--- src/rtl/rtc_event_timer.sv ---
module rtc_event_timer #(
  parameter int unsigned NSRC = 5
) (
  input  logic            clk,
  input  logic            rst_n,
  input  logic            we,
  input  logic [3:0]      addr,
  input  logic [7:0]      wdata,
  output logic [7:0]      rdata,
  input  logic [NSRC-1:0] tick_src,
  output logic            irq_n
);
  localparam logic [3:0] A_CTRL = 4'h0;
  localparam logic [3:0] A_CNT  = 4'h7;
  localparam logic [3:0] A_ACTL = 4'h8;
  localparam logic [3:0] A_ALM  = 4'h9 + 4'h6;

  logic [7:0] ctrl, actl, cnt, alm;
  logic       sel_tick, adv, wrap, ovf_set, alm_set, hit, hit_q;
  logic [7:0] cnt_inc;

  wire wr_ctrl = we && addr == A_CTRL;
  wire wr_cnt  = we && addr == A_CNT;
  wire wr_actl = we && addr == A_ACTL;
  wire wr_alm  = we && addr == A_ALM;
  wire run     = ctrl[2] && !ctrl[5];

  always_comb begin
    sel_tick = 1'b0;
    for (int i = 0; i < NSRC; i++)
      if (32'(actl[2:0]) == i + 1) sel_tick = tick_src[i];
  end

  assign adv = run && sel_tick;

  wire lo_top = cnt[3:0] >= 4'd9;
  wire hi_top = cnt[7:4] >= 4'd9;
  assign wrap    = lo_top && hi_top;
  assign cnt_inc = !lo_top ? {cnt[7:4], cnt[3:0] + 4'd1}
                 : hi_top  ? 8'h00
                 :           {cnt[7:4] + 4'd1, 4'h0};

  assign ovf_set = adv && wrap && !wr_cnt;
  assign hit     = actl[6] && cnt == alm;
  assign alm_set = hit && !hit_q;

  always_ff @(posedge clk or negedge rst_n) begin
    if (!rst_n) begin
      ctrl  <= '0;
      actl  <= '0;
      cnt   <= '0;
      alm   <= '0;
      hit_q <= 1'b0;
    end else begin
      hit_q <= hit;
      if (wr_cnt)    cnt <= wdata;
      else if (adv)  cnt <= cnt_inc;
      if (wr_actl)   actl <= wdata;
      if (wr_alm)    alm  <= wdata;
      if (wr_ctrl)   ctrl <= {wdata[7:2], wdata[1] | alm_set, wdata[0] | ovf_set};
      else           ctrl <= {ctrl[7:2], ctrl[1] | alm_set, ctrl[0] | ovf_set};
    end
  end

  always_comb begin
    case (addr)
      A_CTRL:  rdata = ctrl;
      A_CNT:   rdata = cnt;
      A_ACTL:  rdata = actl;
      A_ALM:   rdata = alm;
      default: rdata = 8'h00;
    endcase
  end

  assign irq_n = !((ctrl[0] && actl[3]) || (ctrl[1] && actl[7]));
endmodule


--- config.mk ---
export PLATFORM = sky130hd
export DESIGN_NAME = rtc_event_timer
export DESIGN_NICKNAME = d
export VERILOG_FILES = /design/src/rtl/rtc_event_timer.sv
export SDC_FILE = /design/constraint.sdc
export NUM_CORES = 1
export LEC_CHECK = 0
export BUFFER_PORTS_ARGS = -buffer_cell sky130_fd_sc_hd__buf_2
export CAP_MARGIN = 20
export CORE_MARGIN = 3
export CORE_UTILIZATION = 59
export DETAILED_ROUTE_END_ITERATION = 10
export PLACE_DENSITY = 0.79
export SETUP_SLACK_MARGIN = 0.2
export SYNTH_ARGS = -nofsm -noshare
export SYNTH_HDL_FRONTEND = slang
export SYNTH_SLANG_ARGS = --single-unit
export TNS_END_PERCENT = 30
--- constraint.sdc ---
create_clock -name clk -period 2.8 [get_ports clk]
set_input_delay 0 -clock clk [delete_from_list [all_inputs] [get_ports clk]]
set_output_delay 0 -clock clk [all_outputs]
set_load 0.02 [all_outputs]
# After elaboration in Yosys (flattened, before gate mapping)
# Index checks and enable logic that the tools add are counted.
[totals] output_inout_bits=9 elab_cells=57 in_bits=20 regBits=33
[op_classes] n_eq_ne=9 n_mux=11 addsub=2 n_lt_le_gt_ge=2 reduce_logical=22 bitwise_logic=4
[op_table] cell="$mux W8" n=4
[op_table] cell="$pmux W8 S4" n=1
[op_table] cell="$logic_and A1 B1 Y1" n=13
[op_table] cell="$add A4 B1 Y4 const B" n=2
[op_table] cell="$eq A4 B4 Y1 const B" n=2
[op_table] cell="$eq A8 B8 Y1" n=1
[op_table] cell="$ge A4 B4 Y1 const B" n=2
[op_table] cell="$eq A3 B2 Y1 const B" n=2
[op_table] cell="$eq A3 B3 Y1 const B" n=2
[op_table] cell="$mux W1" n=5
[op_table] cell="$eq A4 B3 Y1 const B" n=1
[op_table] cell="$logic_not A1 Y1" n=4
[op_table] cell="$logic_not A4 Y1" n=1
[op_table] cell="$or A1 B1 Y1" n=4
[op_table] cell="$reduce_bool A2 Y1" n=2
[op_table] cell="$eq A3 B1 Y1 const B" n=1
[op_table] cell="$mux W2" n=1
[op_table] cell="$reduce_and A2 Y1" n=1
[op_table] cell="$logic_or A1 B1 Y1" n=1

# Longest topological paths before layout
# Gate-level depths: netlist (run 1).
[logic_depth] word_depth=11 depth_mapped=7

# Worst setup path after synthesis (run 1)
# Ideal clock, no wire load.
[synth_timing] kind="register to register" from="reg cnt[0]" to="reg cnt[7]" t_required_ps=2718 path_stages_with_launch=8 arrival_time_ps=1794 path_slack_ps=924 path_buffers=0 cell_sequence="dfrtp_1 -> inv_1 -> ha_1 -> nor3b_1 -> a2111oi_4 -> o21ai_2 -> or3_1 -> a31oi_1"
[synth_via] elab_chain_cells=3
[synth_rtl] item="from (decl)" line_no="18" source="logic [7:0] ctrl, actl, cnt, alm;"
[synth_rtl] item="from (signal assigned)" line_no="56" source="if (wr_cnt) cnt <= wdata;"
[synth_rtl] item="from (signal assigned)" line_no="57" source="else if (adv) cnt <= cnt_inc;"
[synth_rtl] item="$ge A4 B4 Y1" line_no="36" source="wire lo_top = cnt[3:0] >= 4'd9;"
[synth_rtl] item="$reduce_bool A2 Y1 (no line)"
[synth_rtl] item="$reduce_and A2 Y1 (no line)"
# Every way passes these cells.
# A chain may end at the register's enable or synchronous reset.

# Worst setup path in the final report (run 1)
# Ends and elaborated chain as after synthesis.

==> flow_metrics.env, run 1 <==
export IMPL_fillCellCount=220
export IMPL_via_per_inst=6.31
export IMPL_start_util=0.651
export IMPL_grt_antenna_before_repair=0
export IMPL_switching_power_uw=660
export IMPL_status="completed"
export IMPL_synthMuxAreaShare=0.146
export IMPL_synth_seq_area_share=0.434
export IMPL_critPathCaptureType="register"
export IMPL_ant_nets=0
export IMPL_dp_hpwl_microns=3190
export IMPL_die_w_microns=62.8
export IMPL_worstHoldEndpoint="ctrl[0]"
export IMPL_htreeDepth=2
export IMPL_synth_distinct_cells=36
export IMPL_switching_share=0.398
export IMPL_cts_tree="done"
export IMPL_dieArea_sq_um=3950
export IMPL_synthXorXnorAreaFrac=0.0368
export IMPL_grt_first_pass_wirelength_microns=7820
export IMPL_clk_pin_slew_ns=0.11
export IMPL_clk_latency_ns=0.35
export IMPL_drt_initial_drc_count=146
export IMPL_cts_buffers=5
export IMPL_seqCellArea_sq_um=826
export IMPL_ctsHoldBuffers=9
export IMPL_setup_violations=0
export IMPL_syn_area_sq_um=1900
export IMPL_r2r_slack_ns=0.70
export IMPL_slew_headroom=0.510
export IMPL_crit_required_ns=3.08
export IMPL_grt_pass1_vias=1616
export IMPL_power_density_nw_per_um2=746
export IMPL_row_count=19
export IMPL_clockBufferDepth=2
export IMPL_ir_worst_vdd_v=0.000457
export IMPL_grt_ovfl_total=0
export IMPL_clock_root_buffer="clkbuf_4"
export IMPL_slew_violations=0
export IMPL_min_delay_path_depth=4
export IMPL_grt_max_degree=34
export IMPL_io_buffers=28
export IMPL_min_path_type="input port to register"
export IMPL_path_class="register to register"
export IMPL_multi_input_area_sq_um=1020
export IMPL_worstReg2RegEnd="cnt[7]"
export IMPL_route_detailed_drc=0
export IMPL_die_y_microns=62.8
export IMPL_slowest_stage="dfrtp_1"
export IMPL_timing_rr_start="cnt[0]"
export IMPL_max_stage_delay_ns=0.52
export IMPL_synth_fa_ha_area_frac=0.0394
export IMPL_cts_sinks=33
export IMPL_ys_warnings_count=0
export IMPL_ys_seq_elements=33
export IMPL_cts_repair_resized=0
export IMPL_synth_compound_area_frac=0.179
export IMPL_p_int_uw=999
export IMPL_nets=243
export IMPL_dp_slack_ns=0.733
export IMPL_synth_area_per_cell_sq_um=10.6
export IMPL_total_power_uw=1660
export IMPL_clkPwrFrac=0.163
export IMPL_syn_to_final_growth_pct=16.8
export IMPL_r2r_cells=7
export IMPL_finalWorstSetupSlack_ns=0.698
export IMPL_power_frac_comb=0.355
export IMPL_syn_num_nets=205
export IMPL_firstDrtPassIters=4
export IMPL_crit_path_start="cnt[0]"
export IMPL_core_area_sq_um=2920
export IMPL_cp_data_arrival_time_ns=2.39
export IMPL_hold_viol_final=0
export IMPL_wl_per_cell_microns=18.0
export IMPL_setup_tns_final_ns=0
export IMPL_drive_above_1_share=0.294
export IMPL_antenna_cells=0
export IMPL_cap_violations=0
export IMPL_grt_setup_unrepaired="no"
export IMPL_holdWs_ns=0.123
export IMPL_fin_crit_sh=0.751
export IMPL_detailroute_via_count=1641
export IMPL_place_area_sq_um=2080
export IMPL_period_minus_slack_ns=2.10
export IMPL_p_leak_uw=0.000967
export IMPL_num_io_pins=29
export IMPL_synth_top_family_by_area="compound AO/OA/AOI/OAI gates"
export IMPL_postRouteWirelength_microns=4670
export IMPL_synth_top_area_frac=0.434
export IMPL_gp_congestion=0.933
export IMPL_synthTopCellsByArea="dfrtp_1, mux2_2, a22oi_1"
export IMPL_cp_max_fo=8
export IMPL_p_seq_frac=0.483
export IMPL_cts_setup_buffers=0
export IMPL_worstMarginPinSlew_ns=0.735
export IMPL_cp_start_kind="register"
export IMPL_skew_ns=0.0120
export IMPL_track_usage=0.255
export IMPL_synth_cells=179
export IMPL_stdcell_area_sq_um=2220
export IMPL_synthSimpleGateAreaFrac=0.134
export IMPL_synth_top_cell_by_area="dfrtp_1"
export IMPL_worst_hold_startpoint="we"
export IMPL_fmax_mhz=476
export IMPL_cp_cell_sequence="inv_1 > ha_1 > nor3b_1 > a2111oi_4 > o21ai_2 > or3_1 > a31oi_1"
==> sequential cells by signal, summed over array words and instances (netlist names) <==
name and cells:
cnt 8, actl 8, alm 8, hit_q 1, ctrl 8
==> worst max-delay path: cells and delay by family (launching register included) <==
kind	cells	cell delay (ns)
compound gates	3	0.67
simple gates	2	0.55
flops	1	0.52
fa+ha+maj	1	0.22
buf+inv	1	0.08
==> metrics by stage <==
step	util	instances
after detailed placement	0.711	243
final	0.761	260
after CTS	0.761	260
after global placement	0.711	243
after global routing	0.761	260
after floorplan	-	179
==> cell usage after synthesis (all sizes together) <==
master / count
nand3b: 2
a21boi: 1
and3: 4
mux2: 22
nor2: 8
nor3: 2
inv: 7
ha: 6
dfrtp: 33
buf: 2
nor2b: 2
xnor2: 8
nor3b: 1
nand4bb: 2
nand2b: 3
or3b: 1
nand4: 1
o41ai: 1
a31oi: 5
or3: 3
a221oi: 8
o31ai: 2
a22oi: 10
nand2: 10
o311ai: 1
and2: 2
mux2i: 3
a21oi: 9
nand3: 5
a2111oi: 1
clkbuf: 6
o21ai: 6
o211ai: 2
==> cells by family after synthesis <==
group / after synthesis
compound gates: 46
simple gates: 46
flops: 33
mux: 25
buf+inv: 15
xor+xnor: 8
fa+ha+maj: 6
==> routing by layer <==
layer / global-route usage / routed length, microns
met3: 0.0665 / 355
met5: 0 / 0
met1: 0.328 / 2000
met2: 0.405 / 2180
met4: 0.110 / 138
==> worst max path at each step <==
| stage | end | slack (ns) | depth (start not counted) |
|---|---|---|---|
| final | cnt[7] | 0.70 | 7 |
| after global routing | cnt[7] | 0.57 | 7 |
| after CTS | cnt[7] | 0.71 | 7 |
| after detailed placement | cnt[7] | 0.73 | 7 |
| after global placement | cnt[7] | 0.86 | 7 |
| after floorplan | cnt[7] | 0.92 | 7 |
==> area by class of cell <==
type                            instances  area share
Timing Repair Buffer                   39       0.110
Sequential cell                        33       0.371
Inverter                                7      0.0118
Clock inverter                          3     0.00787
Clock buffer                            5      0.0169
Tap cell                               42      0.0236
Multi-Input combinational cell        131       0.458
==> power groups by stage <==
stage               registers [uW]  logic, uW  clock network, uW
finish                         801        588                270
global placement               792        546                  0
floorplan                      749        441                  0
global route                   821        654                299
CTS                            793        584                274
detailed placement             803        568                  0
==> layout by cell type (no fill, tap or decap), drive strengths merged <==
master and instances:
mux2i 3, a21boi 1, nand2b 3, or3 3, nand3b 2, mux2 22
buf 30, clkbuf 5, nor3b 1, nor2 8, or3b 1, clkinvlp 1
clkinv 2, a21oi 9, and2 2, o21ai 6, a22oi 10, xnor2 8
dfrtp 33, nand2 10, dlygate4sd3 9, nand3 5, nand4bb 2, o311ai 1
a31oi 5, a221oi 8, ha 6, o211ai 2, and3 4, o41ai 1
a2111oi 1, o31ai 2, nor2b 2, nor3 2, inv 7, nand4 1
Power figures use the tool's default switching activity.
==> inputs of run 2 (changes only) <==
CORE_UTILIZATION = 51   (was 59)
PLACE_DENSITY = 0.73   (was 0.79)
clock period = 1.7 ns   (was 2.8 ns; I/O delays follow)
==> flow_metrics.env, run 2 (same netlist as run 1, synthesis figures left out) <==
export IMPL_route_detailed_drc=0
export IMPL_cp_cell_sequence="inv_2 > ha_4 > nor3b_4 > a2111oi_4 > o21ai_2 > or3_1 > a31oi_1"
export IMPL_hold_viol_final=0
export IMPL_die_y_microns=67.1
export IMPL_core_area_sq_um=3470
export IMPL_start_util=0.549
export IMPL_detailroute_via_count=1710
export IMPL_firstDrtPassIters=4
export IMPL_die_w_microns=67.1
export IMPL_fin_crit_sh=0.992
export IMPL_status="completed"
export IMPL_cp_max_fo=3
export IMPL_max_stage_delay_ns=0.41
export IMPL_gp_congestion=0.884
export IMPL_crit_required_ns=1.91
export IMPL_worstMarginPinSlew_ns=0.752
export IMPL_use_met2=0.436
export IMPL_io_buffers=28
export IMPL_nets=259
export IMPL_drt_initial_drc_count=152
export IMPL_p_leak_uw=0.00109
export IMPL_wl_per_cell_microns=19.4
export IMPL_grt_max_degree=34
export IMPL_row_count=21
export IMPL_slew_violations=0
export IMPL_grt_antenna_before_repair=0
export IMPL_holdWs_ns=0.00934
export IMPL_dieArea_sq_um=4500
export IMPL_clk_latency_ns=0.29
export IMPL_cts_buffers=5
export IMPL_path_class="register to register"
export IMPL_via_per_inst=6.11
export IMPL_final_util=0.723
export IMPL_grt_first_pass_wirelength_microns=8660
export IMPL_grt_util_met1=0.333
export IMPL_multi_input_area_sq_um=1120
export IMPL_dp_hpwl_microns=3650
export IMPL_ir_worst_vdd_v=0.000962
export IMPL_cp_data_arrival_time_ns=1.89
export IMPL_setup_violations=0
export IMPL_critPathCaptureType="register"
export IMPL_postRouteWirelength_microns=5420
export IMPL_mostFrequentLayoutCells="dfrtp_1, buf_2, mux2_2"
export IMPL_use_met3=0.0691
export IMPL_cap_violations=0
export IMPL_grt_ovfl_total=0
export IMPL_top_usage_layer="met2"
export IMPL_cts_sinks=33
export IMPL_grt_pass1_vias=1730
export IMPL_track_usage=0.265
export IMPL_total_power_uw=3460
export IMPL_num_io_pins=29
export IMPL_slew_headroom=0.499
export IMPL_skew_ns=0.00691
export IMPL_grt_setup_unrepaired="yes"
export IMPL_syn_to_final_growth_pct=31.7
export IMPL_power_density_nw_per_um2=1380
export IMPL_period_minus_slack_ns=1.69
export IMPL_setup_tns_final_ns=0
export IMPL_min_path_type="input port to register"
export IMPL_clk_pin_slew_ns=0.07
export IMPL_slowest_stage="dfrtp_2"
export IMPL_ant_nets=0
export IMPL_drive_above_1_share=0.427
export IMPL_final_cells=280
export IMPL_clockBufferDepth=2
export IMPL_fmax_mhz=593
export IMPL_clock_root_buffer="clkbuf_8"
export IMPL_cts_tree="done"
export IMPL_seqCellArea_sq_um=830
export IMPL_layout_commonest_cell="dfrtp_1"
export IMPL_htreeDepth=2
export IMPL_cp_start_kind="register"
export IMPL_fillCellCount=269
export IMPL_antenna_cells=0
export IMPL_dp_cells=265
## run 2: changes by cell type in the layout (fill, tap and decap cells not counted), moves of 2 or more
| cell | change |
|---|---|
| buf_4 | +19 |
| clkbuf_4 | -5 |
| clkbuf_8 | +6 |
| clkinv_2 | -2 |
| dfrtp_1 | -3 |
| dfrtp_2 | +3 |
| dlygate4sd3_1 | -4 |
| ha_1 | -2 |
| ha_4 | +2 |
| inv_1 | -2 |
| inv_2 | +2 |
| o31ai_1 | -2 |
| o31ai_4 | +2 |
## run 2: stage by stage
stage | cell area [sq um] | worst slack (ns)
floorplan | 1920 | 0.0511
global placement | 2230 | 0.113
detailed placement | 2230 | 0.0283
CTS | 2440 | 0.102
global route | 2510 | -0.0773
finish | 2510 | 0.0144
## run 2: final timing paths
| path | startpoint | to | slack, ns | cells after the start |
|---|---|---|---|---|
| hold / removal | wdata[7] | ctrl[7] | 0.009 | 2 |
| hold reg to reg | hit_q | ctrl[1] | 0.44 | 1 |
| setup reg to reg | cnt[0] | cnt[7] | 0.01 | 7 |
| max in group asynchronous | rst_n | actl[2] | 0.86 | 2 |
| min in group asynchronous | rst_n | alm[1] | 0.31 | 2 |
| setup / recovery | cnt[0] | cnt[7] | 0.01 | 7 |
## run 2: power by group
| group | switching (uW) | total (uW) | internal [uW] |
|---|---|---|---|
| logic | 711 | 1410 | 697 |
| registers | 269 | 1290 | 1020 |
| clock network | 291 | 769 | 478 |
## run 2: worst max-delay path, delay by kind of cell, from the launching register on
kind            cells  cell delay (ns)
buf+inv             1             0.06
fa+ha+maj           1             0.15
simple gates        2             0.47
flops               1             0.41
compound gates      3             0.51
## run 2: final cells by class
cell class / count / area share
well taps: 46 / 0.0230
clock inverters: 1 / 0.0120
clock buffers: 7 / 0.0344
repair buffers: 55 / 0.143
flip-flops and latches: 33 / 0.331
inverters: 7 / 0.0105
multi-input cells: 131 / 0.446
## run 2: routing by layer
layer	share of wire	vias to the layer above
li1	-	777
met1	0.42	857
met2	0.50	64
met3	0.063	12
met4	0.018	0
met5	0	-
## run 2: timing repair
action,in CTS,in global routing
setup buffers,1,1
gates resized for setup,9,11
endpoints found under the hold margin,45,0
setup endpoints to repair,9,10
hold buffers,5,0
pin swaps,3,7
